<file path="config.mk">
export PLATFORM = sky130hd
export DESIGN_NAME = eeprom_cfg_loader
export DESIGN_NICKNAME = d
export VERILOG_FILES = /design/src/rtl/eecfg_pkg.sv /design/src/rtl/ee_serial_reader.sv /design/src/rtl/ee_image_sum.sv /design/src/rtl/ee_cfg_regs.sv /design/src/rtl/eeprom_cfg_loader.sv
export SDC_FILE = /design/constraint.sdc
export NUM_CORES = 1
export LEC_CHECK = 0
export ABC_AREA = 0
export BUFFER_PORTS_ARGS = -buffer_cell sky130_fd_sc_hd__buf_4
export CORE_ASPECT_RATIO = 0.75
export CORE_MARGIN = 2
export CORE_UTILIZATION = 62
export CTS_CLUSTER_DIAMETER = 100
export DETAILED_ROUTE_END_ITERATION = 10
export MAX_ROUTING_LAYER = met4
export PLACE_DENSITY = 0.84
export SYNTH_ARGS = -nofsm -noshare
export SYNTH_HDL_FRONTEND = slang
export SYNTH_SLANG_ARGS = --single-unit
</file>
<file path="constraint.sdc">
create_clock -name clk -period 9.7 [get_ports clk]
set_clock_uncertainty 0.05 [all_clocks]
set_input_delay 1.94 -clock clk [delete_from_list [all_inputs] [get_ports clk]]
set_output_delay 1.94 -clock clk [all_outputs]
set_load 0.02 [all_outputs]
</file>
<file path="src/rtl/eecfg_pkg.sv">
package eecfg_pkg;
  localparam int WORD_W     = 16;
  localparam int IMG_WORDS  = 18;
  localparam int ADDR_W     = 6;
  localparam int OP_W       = 3;
  localparam int CMD_BITS   = OP_W + ADDR_W;
  localparam int FIRST_DATA = CMD_BITS + 1;
  localparam int FRAME_BITS = FIRST_DATA + WORD_W;
  localparam int IDX_W      = $clog2(IMG_WORDS);
  localparam int N_CFG      = 5;
  localparam int N_STA      = 3;
  localparam int CSUM_WORD  = 6;
  localparam logic [OP_W-1:0] RD_OP = 3'b110;

  typedef enum logic [2:0] {S_IDLE, S_REQ, S_WAIT, S_CHECK, S_DONE} seq_t;
  typedef enum logic [1:0] {R_IDLE, R_XFER, R_GAP} rd_t;

  function automatic logic [7:0] word_bytes8(input logic [WORD_W-1:0] w);
    return w[7:0] + w[15:8];
  endfunction

  function automatic logic [15:0] word_bytes16(input logic [WORD_W-1:0] w);
    return {8'h00, w[7:0]} + {8'h00, w[15:8]};
  endfunction

  function automatic logic in_csum16_set(input logic [IDX_W-1:0] idx);
    return (idx <= IDX_W'(5)) || (idx == IDX_W'(7));
  endfunction

  function automatic logic [IDX_W-1:0] cfg_slot_word(input int slot);
    return IDX_W'(8 + slot);
  endfunction

  function automatic logic [CMD_BITS-1:0] read_cmd(input logic [ADDR_W-1:0] a);
    return {RD_OP, a};
  endfunction
endpackage

</file>
<file path="src/rtl/ee_serial_reader.sv">
module ee_serial_reader
  import eecfg_pkg::*;
#(
  parameter int DIV = 8
) (
  input  logic              clk,
  input  logic              rst_n,
  input  logic              req,
  input  logic [ADDR_W-1:0] addr,
  input  logic              ee_di,
  output logic              ee_cs,
  output logic              ee_sclk,
  output logic              ee_do,
  output logic              rd_busy,
  output logic              word_strobe,
  output logic [WORD_W-1:0] word_data
);
  localparam int HALF = DIV / 2;
  localparam int HC_W = (HALF > 1) ? $clog2(HALF) : 1;
  localparam int GC_W = (DIV > 1) ? $clog2(DIV) : 1;
  localparam int BI_W = $clog2(FRAME_BITS);

  rd_t               state;
  logic [HC_W-1:0]   half_cnt;
  logic [GC_W-1:0]   gap_cnt;
  logic [BI_W-1:0]   bit_idx;
  logic [CMD_BITS-1:0] cmd_q;
  logic [WORD_W-1:0] shreg;
  logic              half_tick;
  logic              rise_now;
  logic              fall_now;
  logic              data_bit;
  logic              last_bit;

  assign half_tick = (state == R_XFER) && (half_cnt == HC_W'(HALF - 1));
  assign rise_now  = half_tick && !ee_sclk;
  assign fall_now  = half_tick && ee_sclk;
  assign data_bit  = (bit_idx >= BI_W'(FIRST_DATA));
  assign last_bit  = (bit_idx == BI_W'(FRAME_BITS - 1));

  always_comb begin
    ee_do = 1'b0;
    if (state == R_XFER && bit_idx < BI_W'(CMD_BITS))
      ee_do = cmd_q[CMD_BITS - 1 - int'(bit_idx)];
  end

  assign rd_busy   = (state != R_IDLE);
  assign word_data = shreg;

  always_ff @(posedge clk or negedge rst_n) begin
    if (!rst_n) begin
      state       <= R_IDLE;
      half_cnt    <= '0;
      gap_cnt     <= '0;
      bit_idx     <= '0;
      cmd_q       <= '0;
      shreg       <= '0;
      ee_cs       <= 1'b0;
      ee_sclk     <= 1'b0;
      word_strobe <= 1'b0;
    end else begin
      word_strobe <= 1'b0;
      case (state)
        R_IDLE: begin
          if (req) begin
            state    <= R_XFER;
            cmd_q    <= read_cmd(addr);
            bit_idx  <= '0;
            half_cnt <= '0;
            ee_cs    <= 1'b1;
            ee_sclk  <= 1'b0;
          end
        end
        R_XFER: begin
          if (half_tick) half_cnt <= '0;
          else           half_cnt <= half_cnt + 1'b1;
          if (rise_now) begin
            ee_sclk <= 1'b1;
            if (data_bit) shreg <= {shreg[WORD_W-2:0], ee_di};
          end
          if (fall_now) begin
            ee_sclk <= 1'b0;
            if (last_bit) begin
              state       <= R_GAP;
              ee_cs       <= 1'b0;
              gap_cnt     <= '0;
              word_strobe <= 1'b1;
            end else begin
              bit_idx <= bit_idx + 1'b1;
            end
          end
        end
        R_GAP: begin
          if (gap_cnt == GC_W'(DIV - 1)) state <= R_IDLE;
          else                           gap_cnt <= gap_cnt + 1'b1;
        end
        default: state <= R_IDLE;
      endcase
    end
  end
endmodule

</file>
<file path="src/rtl/ee_image_sum.sv">
module ee_image_sum
  import eecfg_pkg::*;
(
  input  logic              clk,
  input  logic              rst_n,
  input  logic              clear,
  input  logic              word_strobe,
  input  logic [IDX_W-1:0]  word_idx,
  input  logic [WORD_W-1:0] word_data,
  output logic [7:0]        sum8,
  output logic [15:0]       sum16,
  output logic [15:0]       stored16
);
  always_ff @(posedge clk or negedge rst_n) begin
    if (!rst_n) begin
      sum8     <= '0;
      sum16    <= '0;
      stored16 <= '0;
    end else if (clear) begin
      sum8     <= '0;
      sum16    <= '0;
      stored16 <= '0;
    end else if (word_strobe) begin
      sum8 <= sum8 + word_bytes8(word_data);
      if (in_csum16_set(word_idx)) sum16 <= sum16 + word_bytes16(word_data);
      if (word_idx == IDX_W'(CSUM_WORD)) stored16 <= word_data;
    end
  end
endmodule

</file>
<file path="src/rtl/ee_cfg_regs.sv">
module ee_cfg_regs
  import eecfg_pkg::*;
#(
  parameter logic [N_CFG-1:0][WORD_W-1:0] DEFAULTS = '0
) (
  input  logic                           clk,
  input  logic                           rst_n,
  input  logic                           wr_en,
  input  logic [IDX_W-1:0]               word_idx,
  input  logic [WORD_W-1:0]              word_data,
  input  logic                           restore,
  output logic [N_CFG-1:0][WORD_W-1:0]   cfg_q,
  output logic [N_STA-1:0][WORD_W-1:0]   sta_q
);
  for (genvar s = 0; s < N_CFG; s++) begin : g_cfg
    always_ff @(posedge clk or negedge rst_n) begin
      if (!rst_n)                                       cfg_q[s] <= DEFAULTS[s];
      else if (restore)                                 cfg_q[s] <= DEFAULTS[s];
      else if (wr_en && word_idx == cfg_slot_word(s))   cfg_q[s] <= word_data;
    end
  end

  for (genvar w = 0; w < N_STA; w++) begin : g_sta
    always_ff @(posedge clk or negedge rst_n) begin
      if (!rst_n)                                  sta_q[w] <= '0;
      else if (restore)                            sta_q[w] <= '0;
      else if (wr_en && word_idx == IDX_W'(w))     sta_q[w] <= word_data;
    end
  end
endmodule

</file>
<file path="src/rtl/eeprom_cfg_loader.sv">
module eeprom_cfg_loader
  import eecfg_pkg::*;
#(
  parameter int          DIV     = 8,
  parameter logic [15:0] DEF_R16 = 16'h0000,
  parameter logic [15:0] DEF_R17 = 16'h0000,
  parameter logic [15:0] DEF_R18 = 16'h9001,
  parameter logic [15:0] DEF_R2  = 16'h0002,
  parameter logic [15:0] DEF_R21 = 16'h0000
) (
  input  logic        clk,
  input  logic        rst_n,
  input  logic        start,
  output logic        ee_cs,
  output logic        ee_sclk,
  output logic        ee_do,
  input  logic        ee_di,
  output logic        done,
  output logic        valid,
  output logic [15:0] cfg_r16,
  output logic [15:0] cfg_r17,
  output logic [15:0] cfg_r18,
  output logic [15:0] cfg_r2,
  output logic [15:0] cfg_r21,
  output logic [47:0] station_addr,
  output logic [15:0] csum16,
  output logic        csum16_match
);
  localparam logic [N_CFG-1:0][WORD_W-1:0] DEFAULTS =
    {DEF_R21, DEF_R2, DEF_R18, DEF_R17, DEF_R16};

  seq_t              state;
  logic [IDX_W-1:0]  word_idx;
  logic              rd_busy;
  logic              rd_req;
  logic              word_strobe;
  logic [WORD_W-1:0] word_data;
  logic              sum_clear;
  logic              restore;
  logic              seq_busy;
  logic              start_ok;
  logic [7:0]        sum8;
  logic [15:0]       stored16;
  logic [N_CFG-1:0][WORD_W-1:0] cfg_q;
  logic [N_STA-1:0][WORD_W-1:0] sta_q;

  assign seq_busy  = (state == S_REQ) || (state == S_WAIT) || (state == S_CHECK);
  assign start_ok  = start && !seq_busy;
  assign sum_clear = start_ok;
  assign rd_req    = (state == S_REQ) && !rd_busy;
  assign restore   = (state == S_CHECK) && (sum8 != 8'hFF);

  always_ff @(posedge clk or negedge rst_n) begin
    if (!rst_n) begin
      state    <= S_IDLE;
      word_idx <= '0;
      done     <= 1'b0;
      valid    <= 1'b0;
    end else begin
      case (state)
        S_IDLE, S_DONE: begin
          if (start_ok) begin
            state    <= S_REQ;
            word_idx <= '0;
            done     <= 1'b0;
            valid    <= 1'b0;
          end
        end
        S_REQ: if (rd_req) state <= S_WAIT;
        S_WAIT: begin
          if (word_strobe) begin
            if (word_idx == IDX_W'(IMG_WORDS - 1)) begin
              state <= S_CHECK;
            end else begin
              word_idx <= word_idx + 1'b1;
              state    <= S_REQ;
            end
          end
        end
        S_CHECK: begin
          done  <= 1'b1;
          valid <= (sum8 == 8'hFF);
          state <= S_DONE;
        end
        default: state <= S_IDLE;
      endcase
    end
  end

  ee_serial_reader #(.DIV(DIV)) u_reader (
    .clk        (clk),
    .rst_n      (rst_n),
    .req        (rd_req),
    .addr       (ADDR_W'(word_idx)),
    .ee_di      (ee_di),
    .ee_cs      (ee_cs),
    .ee_sclk    (ee_sclk),
    .ee_do      (ee_do),
    .rd_busy    (rd_busy),
    .word_strobe(word_strobe),
    .word_data  (word_data)
  );

  ee_image_sum u_sum (
    .clk        (clk),
    .rst_n      (rst_n),
    .clear      (sum_clear),
    .word_strobe(word_strobe),
    .word_idx   (word_idx),
    .word_data  (word_data),
    .sum8       (sum8),
    .sum16      (csum16),
    .stored16   (stored16)
  );

  ee_cfg_regs #(.DEFAULTS(DEFAULTS)) u_regs (
    .clk      (clk),
    .rst_n    (rst_n),
    .wr_en    (word_strobe),
    .word_idx (word_idx),
    .word_data(word_data),
    .restore  (restore),
    .cfg_q    (cfg_q),
    .sta_q    (sta_q)
  );

  assign cfg_r16      = cfg_q[0];
  assign cfg_r17      = cfg_q[1];
  assign cfg_r18      = cfg_q[2];
  assign cfg_r2       = cfg_q[3];
  assign cfg_r21      = cfg_q[4];
  assign station_addr = {sta_q[2], sta_q[1], sta_q[0]};
  assign csum16_match = (csum16 == stored16);
endmodule

</file>
==> metrics.yaml <==
placement:
  hpwl_um: 18700
  gp_congestion: 0.952
  pre_cts_ws_ns: 5.86
  portBuffers: 153
  dpl_cell_area_um2: 11500
cells_and_area:
  fin_area_um2: 12300
  final_util_pct: 76.2
  syn2layout_area_growth_pct: 19.4
  final_cell_mix: "nand2_1 (298), dfrtp_1 (211), buf_4 (164)"
  final_common_cell: "nand2_1"
  finalNetCount: 1263
  n_antenna_cell: 0
  drive_above_1_share_pct: 18.6
worst_setup_path:
  cp_cell_sequence: "inv_1 -> ha_1 -> mux4_2 -> nand2_1 -> a21oi_1 -> a31oi_1 -> nor3_1 -> buf_4"
  rr_worst_depth: 16
  r2r-start: "u_reader.word_data[8]"
  worstPathArrival_ns: 2.39
  crit_type: "reg2out"
  worstSetupEndpointType: "output pin"
  crit_path_top_delay_cell: "dfrtp_1"
  worstPathRequired_ns: 7.71
  r2r-end: "u_sum.sum16[15]"
  setup.worst_path.start_class: "flip-flop"
  cp_top_family: "flip-flops"
  reg2reg_slack_ns: 5.84
  critPathMaxStageDelay_ns: 0.50
  path_buf_inv: 2
  critPathMaxFanout: 8
yosys:
  synth_edf_count: 0
  synth.avg_cell_area_um2: 9.41
  ys_ff_latch: 215
  syn-instance-count: 1093
  syn_area_um2: 10300
  synth-main-ff-cell: "dfrtp_1"
  ys_types: 53
  ys_seq_area_share_pct: 52.3
  synth_warnings: 0
  async_flop_share_pct: 100
  synthesis.nets: 1142
timing:
  whs_ns: 0.426
  relSlewSlack_pct: 19.8
  final.setup.tns_ns: 0
  drv_slew: 0
  setup_slack_ns: 5.32
  fin_crit_sh_pct: 45.2
  fmax_mhz: 228
  worst_pin_slew_ns: 1.20
  post-route-min-period_ns: 4.38
  rsz0062_at_grt: "false"
  setup_viol: 0
  timing_hold_violations_final: 0
floorplan:
  die_y_um: 116
  std_cell_rows: 40
  num_io_pins: 154
  die_x_um: 153
  start_util_pct: 63.9
  die_area_um2: 17700
  core_um2: 16100
clock_network:
  cts.clk_slew.worst_paths_ns: 0.06
  clk_latency_ns: 0.49
  cts_buffer_depth: 3
  cts_tree: "done"
  ctsHoldBuffers: 0
  cts_resized: 0
  cts_sinks: 215
  htree_levels: 1
  cts_setup_buffers: 0
  numCtsBuffers: 21
  root_buffer: "clkbuf_16"
drt:
  num_vias: 8675
  drt-initial-drc-count: 741
  drc: 0
  wire_per_inst_um: 19.6
  wirelength_um: 28200
  viasPerCell: 6.04
  ant_nets: 0
  first_pass_iters: 7
hold_path:
  holdCritStartpoint: "u_reader.cmd_q[2]"
  hold_depth: 2
  min_to: "u_reader.cmd_q[2]"
  min_path_type: "reg2reg"
global_route:
  grt_pass1_wl_um: 44400
  grt_start_max_net_pins: 118
  grt_pass1_vias: 8312
  grt-ovfl-total: 0
  grt_usage_pct: 32.8
  antenna_found_initial: 0
power:
  pwr-share-seq_pct: 49.6
  pwr_density_cell_nw_per_um2: 147
  switchingPower_mw: 0.365
  intPower_mw: 1.45
  combPwrFrac_pct: 1.3
  irDropWorstVdd_uv: 119
  p_sw_share_pct: 20.2
  p_leak_nw: 5.84
  p_clk_share_pct: 49.2
run_status:
  status: "finished, final reports clean"
job:
  cap_violations: 0
==> registers in the layout, summed over array words and instances, names as in the netlist, 3 cells and up <==
name and flops:
state 3, u_reader.bit_idx 5, u_reader.cmd_q 6, u_reader.gap_cnt 3, u_reader.word_data 16, u_regs.cfg_q 80, u_regs.sta_q 48, u_sum.stored16 16
u_sum.sum16 16, u_sum.sum8 8, word_idx 5
==> power by group through the flow <==
| stage | combinational, mW | clock [mW] | sequential [mW] |
|---|---|---|---|
| detailed placement | 0.0239 | 0 | 0.914 |
| floorplan | 0.00361 | 0 | 0.914 |
| finish | 0.0231 | 0.891 | 0.897 |
| global route | 0.0272 | 0.935 | 0.897 |
| CTS | 0.0240 | 0.894 | 0.897 |
| global placement | 0.0236 | 0 | 0.914 |
==> synth_stat cells (6+ instances only) <==
cell      number  area, um2
a21oi_1      150        751
nor3_1         7       35.0
mux2_2        13        146
inv_1         21       78.8
clkbuf_1      50        188
nand4_1       15       93.8
nor2b_1       12       75.1
xor2_1        14        123
o21ai_0       26        130
xnor2_1       33        289
o22ai_1        7       43.8
or3_1          9       56.3
nor2_1        67        251
nand2_1      298       1120
dfrtp_1      211       5280
mux2i_1       16        160
a22o_1         9       78.8
fa_1          10        200
ha_1          35        438
nand3_1        6       30.0
buf_2         16       80.1
a21o_1         6       45.0
a211oi_1       7       52.6
nand2b_1      10       62.6
==> worst max path at each step <==
stage                        start    end  cells past startpoint
3_3_place_gp   u_reader.bit_idx[0]  ee_do                      8
3_5_place_dp   u_reader.bit_idx[0]  ee_do                      8
2_1_floorplan  u_reader.bit_idx[0]  ee_do                      7
5_1_grt        u_reader.bit_idx[0]  ee_do                      8
6_report       u_reader.bit_idx[0]  ee_do                      8
4_1_cts        u_reader.bit_idx[0]  ee_do                      8
==> final cells by class <==
cell class	count	area (um2)
Timing Repair Buffer	165	1240
Multi-Input combinational cell	790	4560
Tap cell	210	263
Clock buffer	24	557
Clock inverter	11	193
Fill cell	1083	3830
Inverter	21	78.8
Sequential cell	215	5390
==> tightest hold or removal path, stage by stage (launching register included) <==
cell and delay, ns:
dfrtp_1 0.34, nand2_1 0.05, nand2_1 0.06
==> cell families (layout without fill, tap and decap cells) <==
logic type | count (synthesis) | count (layout) | share of synthesized area (%)
multiplexers | 30 | 30 | 3.20
XOR/XNOR | 47 | 47 | 4.00
AND/OR/NAND/NOR | 440 | 440 | 18.1
adder cells (fa/ha/maj) | 45 | 45 | 6.20
AO/OA/AOI/OAI | 228 | 228 | 12.8
flip-flops | 215 | 215 | 52.3
buffers and inverters | 88 | 221 | 3.40
==> per-layer routing <==
metal | GRT usage, % | routed length (um)
met5 | - | 0
met4 | 10.0 | 856
met3 | 5.95 | 2610
met2 | 50.5 | 13100
met1 | 45.4 | 11600
==> metrics by stage <==
step | std cells | power, mW
finish | 1436 | 1.81
global placement | 1401 | 0.938
detailed placement | 1401 | 0.938
global route | 1436 | 1.86
CTS | 1436 | 1.82
floorplan | 1093 | 0.917
Note: power is estimated with default switching activity, not from simulation.
